File: src/rtl/ebw_pkg.sv
package ebw_pkg;
  localparam int DATA_W = 24;

  typedef enum logic [1:0] {
    ST_IDLE   = 2'd0,
    ST_ACCESS = 2'd1,
    ST_FINISH = 2'd2
  } ebw_state_e;
endpackage

File: src/rtl/ebw_ack_sync.sv
module ebw_ack_sync (
  input  logic clk,
  input  logic rst_n,
  input  logic ack_n_raw,
  input  logic async_mode,
  output logic ack_seen
);
  logic stage1_n, stage2_n;

  always_ff @(posedge clk or negedge rst_n) begin
    if (!rst_n) begin
      stage1_n <= 1'b1;
      stage2_n <= 1'b1;
    end else begin
      stage1_n <= ack_n_raw;
      stage2_n <= stage1_n;
    end
  end

  assign ack_seen = async_mode ? ~stage2_n : ~ack_n_raw;
endmodule

File: src/rtl/ebw_wait_cnt.sv
module ebw_wait_cnt #(
  parameter int WAIT_W = 4
) (
  input  logic              clk,
  input  logic              rst_n,
  input  logic              start,
  input  logic              run,
  input  logic [WAIT_W-1:0] limit,
  output logic              reached
);
  logic [WAIT_W-1:0] count;

  assign reached = (count == limit);

  always_ff @(posedge clk or negedge rst_n) begin
    if (!rst_n)              count <= '0;
    else if (start)          count <= '0;
    else if (run && !reached) count <= count + 1'b1;
  end
endmodule

File: src/rtl/ext_bus_waitctl.sv
module ext_bus_waitctl
  import ebw_pkg::*;
#(
  parameter int ADDR_W = 18,
  parameter int WAIT_W = 4
) (
  input  logic              clk,
  input  logic              rst_n,
  input  logic              req_valid,
  input  logic              req_write,
  input  logic [ADDR_W-1:0] req_addr,
  input  logic [DATA_W-1:0] req_wdata,
  input  logic [WAIT_W-1:0] wait_cfg,
  input  logic              ack_async,
  input  logic              bus_owner,
  input  logic              xfer_ack_n,
  input  logic [DATA_W-1:0] bus_din,
  output logic [ADDR_W-1:0] bus_addr,
  output logic [DATA_W-1:0] bus_dout,
  output logic              bus_doe,
  output logic              rd_n,
  output logic              wr_n,
  output logic              strobe_oe,
  output logic              req_done,
  output logic [DATA_W-1:0] rd_data
);
  function automatic logic may_finish(input logic reached, input logic zero_lat,
                                      input logic ack_ok);
    return reached && (zero_lat || ack_ok);
  endfunction

  ebw_state_e        state, state_nx;
  logic              wr_q;
  logic [WAIT_W-1:0] lat_q;
  logic [DATA_W-1:0] wdata_q;
  logic [ADDR_W-1:0] addr_q;

  // named internal events, used by the bound checker
  logic in_access, lat_zero, accept, access_exit, ack_seen, ack_ok, min_reached;

  assign in_access   = (state == ST_ACCESS);
  assign lat_zero    = (lat_q == '0);
  assign accept      = (state == ST_IDLE) && req_valid && bus_owner;
  assign ack_ok      = ack_seen && bus_owner && in_access;
  assign access_exit = in_access && may_finish(min_reached, lat_zero, ack_ok);

  ebw_ack_sync u_ack (
    .clk       (clk),
    .rst_n     (rst_n),
    .ack_n_raw (xfer_ack_n),
    .async_mode(ack_async),
    .ack_seen  (ack_seen)
  );

  ebw_wait_cnt #(.WAIT_W(WAIT_W)) u_cnt (
    .clk    (clk),
    .rst_n  (rst_n),
    .start  (accept),
    .run    (in_access),
    .limit  (lat_q),
    .reached(min_reached)
  );

  always_comb begin
    state_nx = state;
    unique case (state)
      ST_IDLE:   if (accept)      state_nx = ST_ACCESS;
      ST_ACCESS: if (access_exit) state_nx = ST_FINISH;
      ST_FINISH:                  state_nx = ST_IDLE;
      default:                    state_nx = ST_IDLE;
    endcase
  end

  always_ff @(posedge clk or negedge rst_n) begin
    if (!rst_n) begin
      state   <= ST_IDLE;
      wr_q    <= 1'b0;
      lat_q   <= '0;
      wdata_q <= '0;
      addr_q  <= '0;
      rd_data <= '0;
    end else begin
      state <= state_nx;
      if (accept) begin
        wr_q    <= req_write;
        lat_q   <= wait_cfg;
        wdata_q <= req_wdata;
        addr_q  <= req_addr;
      end
      if (access_exit && !wr_q) rd_data <= bus_din;
    end
  end

  assign rd_n      = !(in_access && !wr_q);
  assign wr_n      = !(in_access && wr_q);
  assign strobe_oe = bus_owner && rst_n;
  assign bus_doe   = in_access && wr_q && bus_owner && rst_n;
  assign bus_dout  = wdata_q;
  assign bus_addr  = addr_q;
  assign req_done  = (state == ST_FINISH);
endmodule

File: config.mk
export PLATFORM = sky130hd
export DESIGN_NAME = ext_bus_waitctl
export DESIGN_NICKNAME = d
export VERILOG_FILES = /design/src/rtl/ebw_pkg.sv /design/src/rtl/ebw_ack_sync.sv /design/src/rtl/ebw_wait_cnt.sv /design/src/rtl/ext_bus_waitctl.sv
export SDC_FILE = /design/constraint.sdc
export NUM_CORES = 1
export LEC_CHECK = 0
export BUFFER_PORTS_ARGS = -buffer_cell sky130_fd_sc_hd__buf_4
export CORE_MARGIN = 3
export CORE_UTILIZATION = 49
export CTS_BUF_LIST = sky130_fd_sc_hd__clkbuf_16
export DETAILED_ROUTE_END_ITERATION = 8
export GPL_TIMING_DRIVEN = 0
export PLACE_DENSITY = 0.84
export SLEW_MARGIN = 15
export SYNTH_ARGS = -nofsm -noshare
export SYNTH_HDL_FRONTEND = slang
export SYNTH_SLANG_ARGS = --single-unit
File: constraint.sdc
create_clock -name clk -period 3.1 [get_ports clk]
set_clock_uncertainty 0.1 [all_clocks]
set_input_delay 0.155 -clock clk [delete_from_list [all_inputs] [get_ports clk]]
set_output_delay 0.155 -clock clk [all_outputs]
set_load 0.005 [all_outputs]
**Word level (Yosys, flattened, before mapping)**

Cells that the tools add are included.

- Output and inout bits: 71
- Word-level logic and storage cells: 45
- Register bits: 79
- Input bits: 77

- Multiplexer cells: 6
- Equal/unequal tests: 5
- $add $sub $neg: 1
- Bitwise operators: 2
- Reduce and logical (&&, ||, !) cells: 22

Operator list:

| cell | count |
|---|---|
| logical AND 1 bit | 13 |
| 2-to-1 mux 4 bit | 2 |
| adder 4 x 1 -> 4 bit (second input constant) | 1 |
| == test 4 bit | 1 |
| logical NOT 1 bit | 4 |
| logical NOT 4 bit | 1 |
| 2-to-1 mux 2 bit | 2 |
| one-hot mux 2 bit (2 select lines) | 1 |
| == test 2 x 1 -> 1 bit (second input constant) | 1 |
| == test 2 bit (second input constant) | 1 |
| logical NOT 2 bit | 1 |
| != test 2 x 1 -> 1 bit (second input constant) | 1 |
| != test 2 bit (second input constant) | 1 |
| inverter 1 bit | 2 |
| AND reduction 2 bit | 1 |
| nonzero test 2 bit | 1 |
| logical OR 1 bit | 1 |
| 2-to-1 mux 1 bit | 1 |

**Logic depth before layout (Yosys ltp)**

- Depth in word-level cells: 9
- Depth in mapped cells: 6
- Mapped depth without buffers: 4

**By module**

Synthesis repeated with hierarchy kept, for this count alone.

- Cells, all modules: 193
- Area, all modules: 3108.0 um2

By module, submodules not included:

| module | area each (um2) | times used | cells an instance | sequential area each (um2) |
|---|---|---|---|---|
| ext_bus_waitctl | 2781.4 | 1 | 167 | 1826.8 |
| ebw_wait_cnt | 264.0 | 1 | 23 | 100.1 |
| ebw_ack_sync | 62.6 | 1 | 3 | 52.6 |

**Least setup slack after synthesis**

OpenSTA, ideal clock, no wires.

- Path type: flip-flop to flip-flop
- From: register lat_q[0]
- To: register rd_data[0]
- Setup slack: 1.055 ns
- Period minus slack after synthesis: 2.045 ns
- Setup time: 0.125 ns
- Buffers on the path: 1
- Data required time: 2.875 ns
- Stages on the path, launching flop included: 5
- Arrival: 1.821 ns
- Path through: dfrtp_1 > or4_4 > a211oi_4 > buf_6 > mux2_2

- Word-level cells in the longest chain between the ends: 5
- Elaborated cells on any way between the ends: 6
- Classes of those cells: 1 x eq/ne; 5 x reduce/logical

Ends and longest elaborated chain:

| item | RTL line | RTL |
|---|---|---|
| start: declaration | ext_bus_waitctl.sv:34 | `logic [WAIT_W-1:0] lat_q;` |
| start signal: assignment | ext_bus_waitctl.sv:86 | `lat_q <= wait_cfg;` |
| logical NOT 4 bit | ext_bus_waitctl.sv:42 | `assign lat_zero = (lat_q == '0);` |
| logical OR 1 bit | ext_bus_waitctl.sv:29 | `return reached && (zero_lat \|\| ack_ok);` |
| logical AND 1 bit * | ext_bus_waitctl.sv:29 |  |
| logical AND 1 bit * | ext_bus_waitctl.sv:45 | `assign access_exit = in_access && may_finish(min_reached, lat_zero, ack_ok);` |
| logical AND 1 bit * | ext_bus_waitctl.sv:90 | `if (access_exit && !wr_q) rd_data <= bus_din;` |
| end signal: assignment | ext_bus_waitctl.sv:90 |  |
| end: declaration | ext_bus_waitctl.sv:25 | `output logic [DATA_W-1:0] rd_data` |

Mark *: on every way between the ends. The rest lies on a longest branch, timed or not.
A chain may end at the register's enable or synchronous reset.

**Worst setup path after layout**

- From: input rst_n
- To: output bus_doe

- Word-level cells in the longest chain between the ends: 1

Ends and longest elaborated chain:

| item | RTL line | RTL |
|---|---|---|
| start: declaration | ext_bus_waitctl.sv:8 | `input logic rst_n,` |
| logical AND 1 bit | ext_bus_waitctl.sv:97 | `assign bus_doe = in_access && wr_q && bus_owner && rst_n;` |
| end: declaration | ext_bus_waitctl.sv:20 | `output logic bus_doe,` |

No other way between the ends.

==> results_dict.tcl <==
set metrics [dict create \
    synth_compound_area_frac 0.0113 \
    crit_path_frequent_cell "buf_4" \
    drv_slew 0 \
    start_util 0.513 \
    port_buffers 147 \
    rows 28 \
    path_cells "dlygate4sd3_1 > buf_4 > and2_1 > and3_1 > buf_4" \
    end_kind "output port" \
    utilization 0.886 \
    dp_hpwl_um 5570 \
    drt_iter0_drc 310 \
    synth-edff-count 0 \
    ant_nets 0 \
    vias 3129 \
    power_mw 4.95 \
    fmax_ghz 0.435 \
    synth_area_leader_cell "dfrtp_1" \
    grt_util_all_layers 0.323 \
    critPathTopFamily "buffers and inverters" \
    syn_to_final_growth_pct 72.5 \
    drc 0 \
    tightest_slew_ps 974 \
    relSlewSlack 0.350 \
    grt_pass1_wl_um 18000 \
    synthXorXnorAreaFrac 0.0113 \
    yosys.area_share.simple 0.214 \
    final_cell_mix "147 x nand2_1, 147 x buf_4, 77 x dfrtp_1" \
    drt_first_pass_iters 4 \
    design.core.area_sq_mm 0.00603 \
    synth.area.mux_share 0.100 \
    slowest_delay_ps 750 \
    synth_nets 371 \
    post-route-min-period_ps 2300 \
    die_x_um 85.5 \
    grt_pass1_vias 3487 \
    stdcell_count 604 \
    ys_ff_latch 79 \
    ctsHoldBuffers 73 \
    grt_remaining_overflow 0 \
    die_y_um 85.5 \
    max_cap_violations 0 \
    drt-wirelength-per-cell_um 19.0 \
    setup_viol_count_final 0 \
    clock-sinks 79 \
    rsz0062_at_grt "no" \
    gp_congestion 0.787 \
    drt_wl_total_um 11500 \
    grt_max_degree 81 \
    ys_types 23 \
    path_buf_inv 3 \
    cts_tree "built" \
    final.period_utilization 0.741 \
    ys_warn_count 0 \
    syn_avg_cell_area_sq_um 10.6 \
    tns_ps 0 \
    seq_area_frac_synth 0.640 \
    antenna_found_initial 0 \
    synth.cell_area_sq_mm 0.00309 \
    multi_input_area_sq_mm 0.00105 \
    ir_worst_vdd_mv 0.585 \
    routed_via_density 5.18 \
    startpoint_type "input port" \
    critPathArrivalTime_ps 2040 \
    yosys-top-cells-area "dfrtp_1 62%, nand2_1 18%, mux2_2 8.7%" \
    clock_latency_ps 320 \
    yosysTopAreaCellShare 0.623 \
    ys.flop_type "dfrtp_1" \
    synth_top_family_by_area "simple AND/OR/NAND/NOR gates" \
    async_flop_share 1.00 \
    outcome "completed" \
    n_antenna_cell 0 \
    worst_hold_slack_ps 267 \
    io_pins 148 \
    hold_class "reg2reg" \
    post_cts_buffers 0 \
    cts_resized 0 \
    crit_type "in2out" \
    clkSlewWorstSetupHoldPaths_ps 60 \
    dieArea_sq_mm 0.00730 \
    cp_max_fo 80 \
    p_leak_nw 2.75 \
    clock_path_buffers 2 \
    n_fill_cell 272 \
    crit_required_ps 2840 \
    power.density_mw_per_mm2 928 \
    final_nets 602 \
    drive_gt1_frac 0.361 \
    dp_cells 515 \
    seq_area_sq_mm 0.00198 \
    hold_violations 0 \
    synthCells 293 \
    clockRootBuffer "clkbuf_16" \
    synth_fa_ha_area_frac 0.00404 \
    cts_buffers 9 \
    cts-htree-levels 3 \
    cp_slowest_cell "buf_4" \
]
## sequential cells by signal (all words and copies together) (netlist names), 2 cells and up
signal / flops
bus_addr: 18
bus_dout: 24
lat_q: 4
rd_data: 24
state: 2
u_cnt.count: 4
## power breakdown
| part | internal [mW] | switching (mW) |
|---|---|---|
| registers | 1.55 | 0.386 |
| logic | 1.05 | 0.863 |
| clock network | 0.699 | 0.407 |
## metal layers
layer | vias up | global-route usage | wire (um) | share of wire
met5 | - | 0 | 0 | 0
met4 | 0 | 0.119 | 353 | 0.031
met3 | 36 | 0.0757 | 961 | 0.084
met2 | 197 | 0.583 | 5980 | 0.52
met1 | 1511 | 0.372 | 4160 | 0.36
li1 | 1385 | - | - | -
## final timing paths
| path | from | endpoint | slack [ps] | cells after the start |
|---|---|---|---|---|
| worst max-delay path | rst_n | bus_doe | 800 | 5 |
| worst max register to register | lat_q[1]$_DFFE_PN0P_ | rd_data[22]$_DFFE_PN0P_ | 820 | 4 |
| worst min-delay path | u_ack.stage1_n$_DFF_PN1_ | u_ack.stage2_n$_DFF_PN1_ | 270 | 0 |
| max in group asynchronous | rst_n | u_cnt.count[3]$_DFFE_PN0P_ | 1830 | 2 |
| worst min register to register | u_ack.stage1_n$_DFF_PN1_ | u_ack.stage2_n$_DFF_PN1_ | 270 | 0 |
| min in group asynchronous | rst_n | rd_data[17]$_DFFE_PN0P_ | 440 | 2 |
## through the flow
| stage | area, sq um | worst slack [ps] |
|---|---|---|
| floorplan | 3090 | 1050 |
| finish | 5340 | 801 |
| CTS | 5340 | 781 |
| global route | 5340 | 609 |
| global placement | 4290 | 935 |
| detailed placement | 4290 | 875 |
## worst reg2reg max path, stage by stage (launching register included)
cell and delay (ps):
dfrtp_1 420, or4_4 570, a211oi_4 470, buf_6 230
mux2_2 370
## kinds of logic after synthesis
| logic type | Yosys count |
|---|---|
| flip-flops | 79 |
| AND/OR/NAND/NOR | 165 |
| XOR/XNOR | 4 |
| AO/OA/AOI/OAI | 4 |
| multiplexers | 28 |
| buffers and inverters | 12 |
| adder cells (fa/ha/maj) | 1 |
## synthesized netlist by cell type, types with 4 or more instances
cell,n
mux2i_1,4
mux2_2,24
clkbuf_1,10
dfrtp_1,77
nand2_1,147
nand3_1,4
xnor2_1,4
## layout make-up
class / count / share of cell area
buffer: 12 / 0.0113
clock buffer: 9 / 0.0422
clock inverter: 7 / 0.0166
multi-input combinational: 202 / 0.198
sequential: 79 / 0.371
tap: 75 / 0.0176
timing repair buffer: 220 / 0.344
Power figures use the tool's default switching activity.
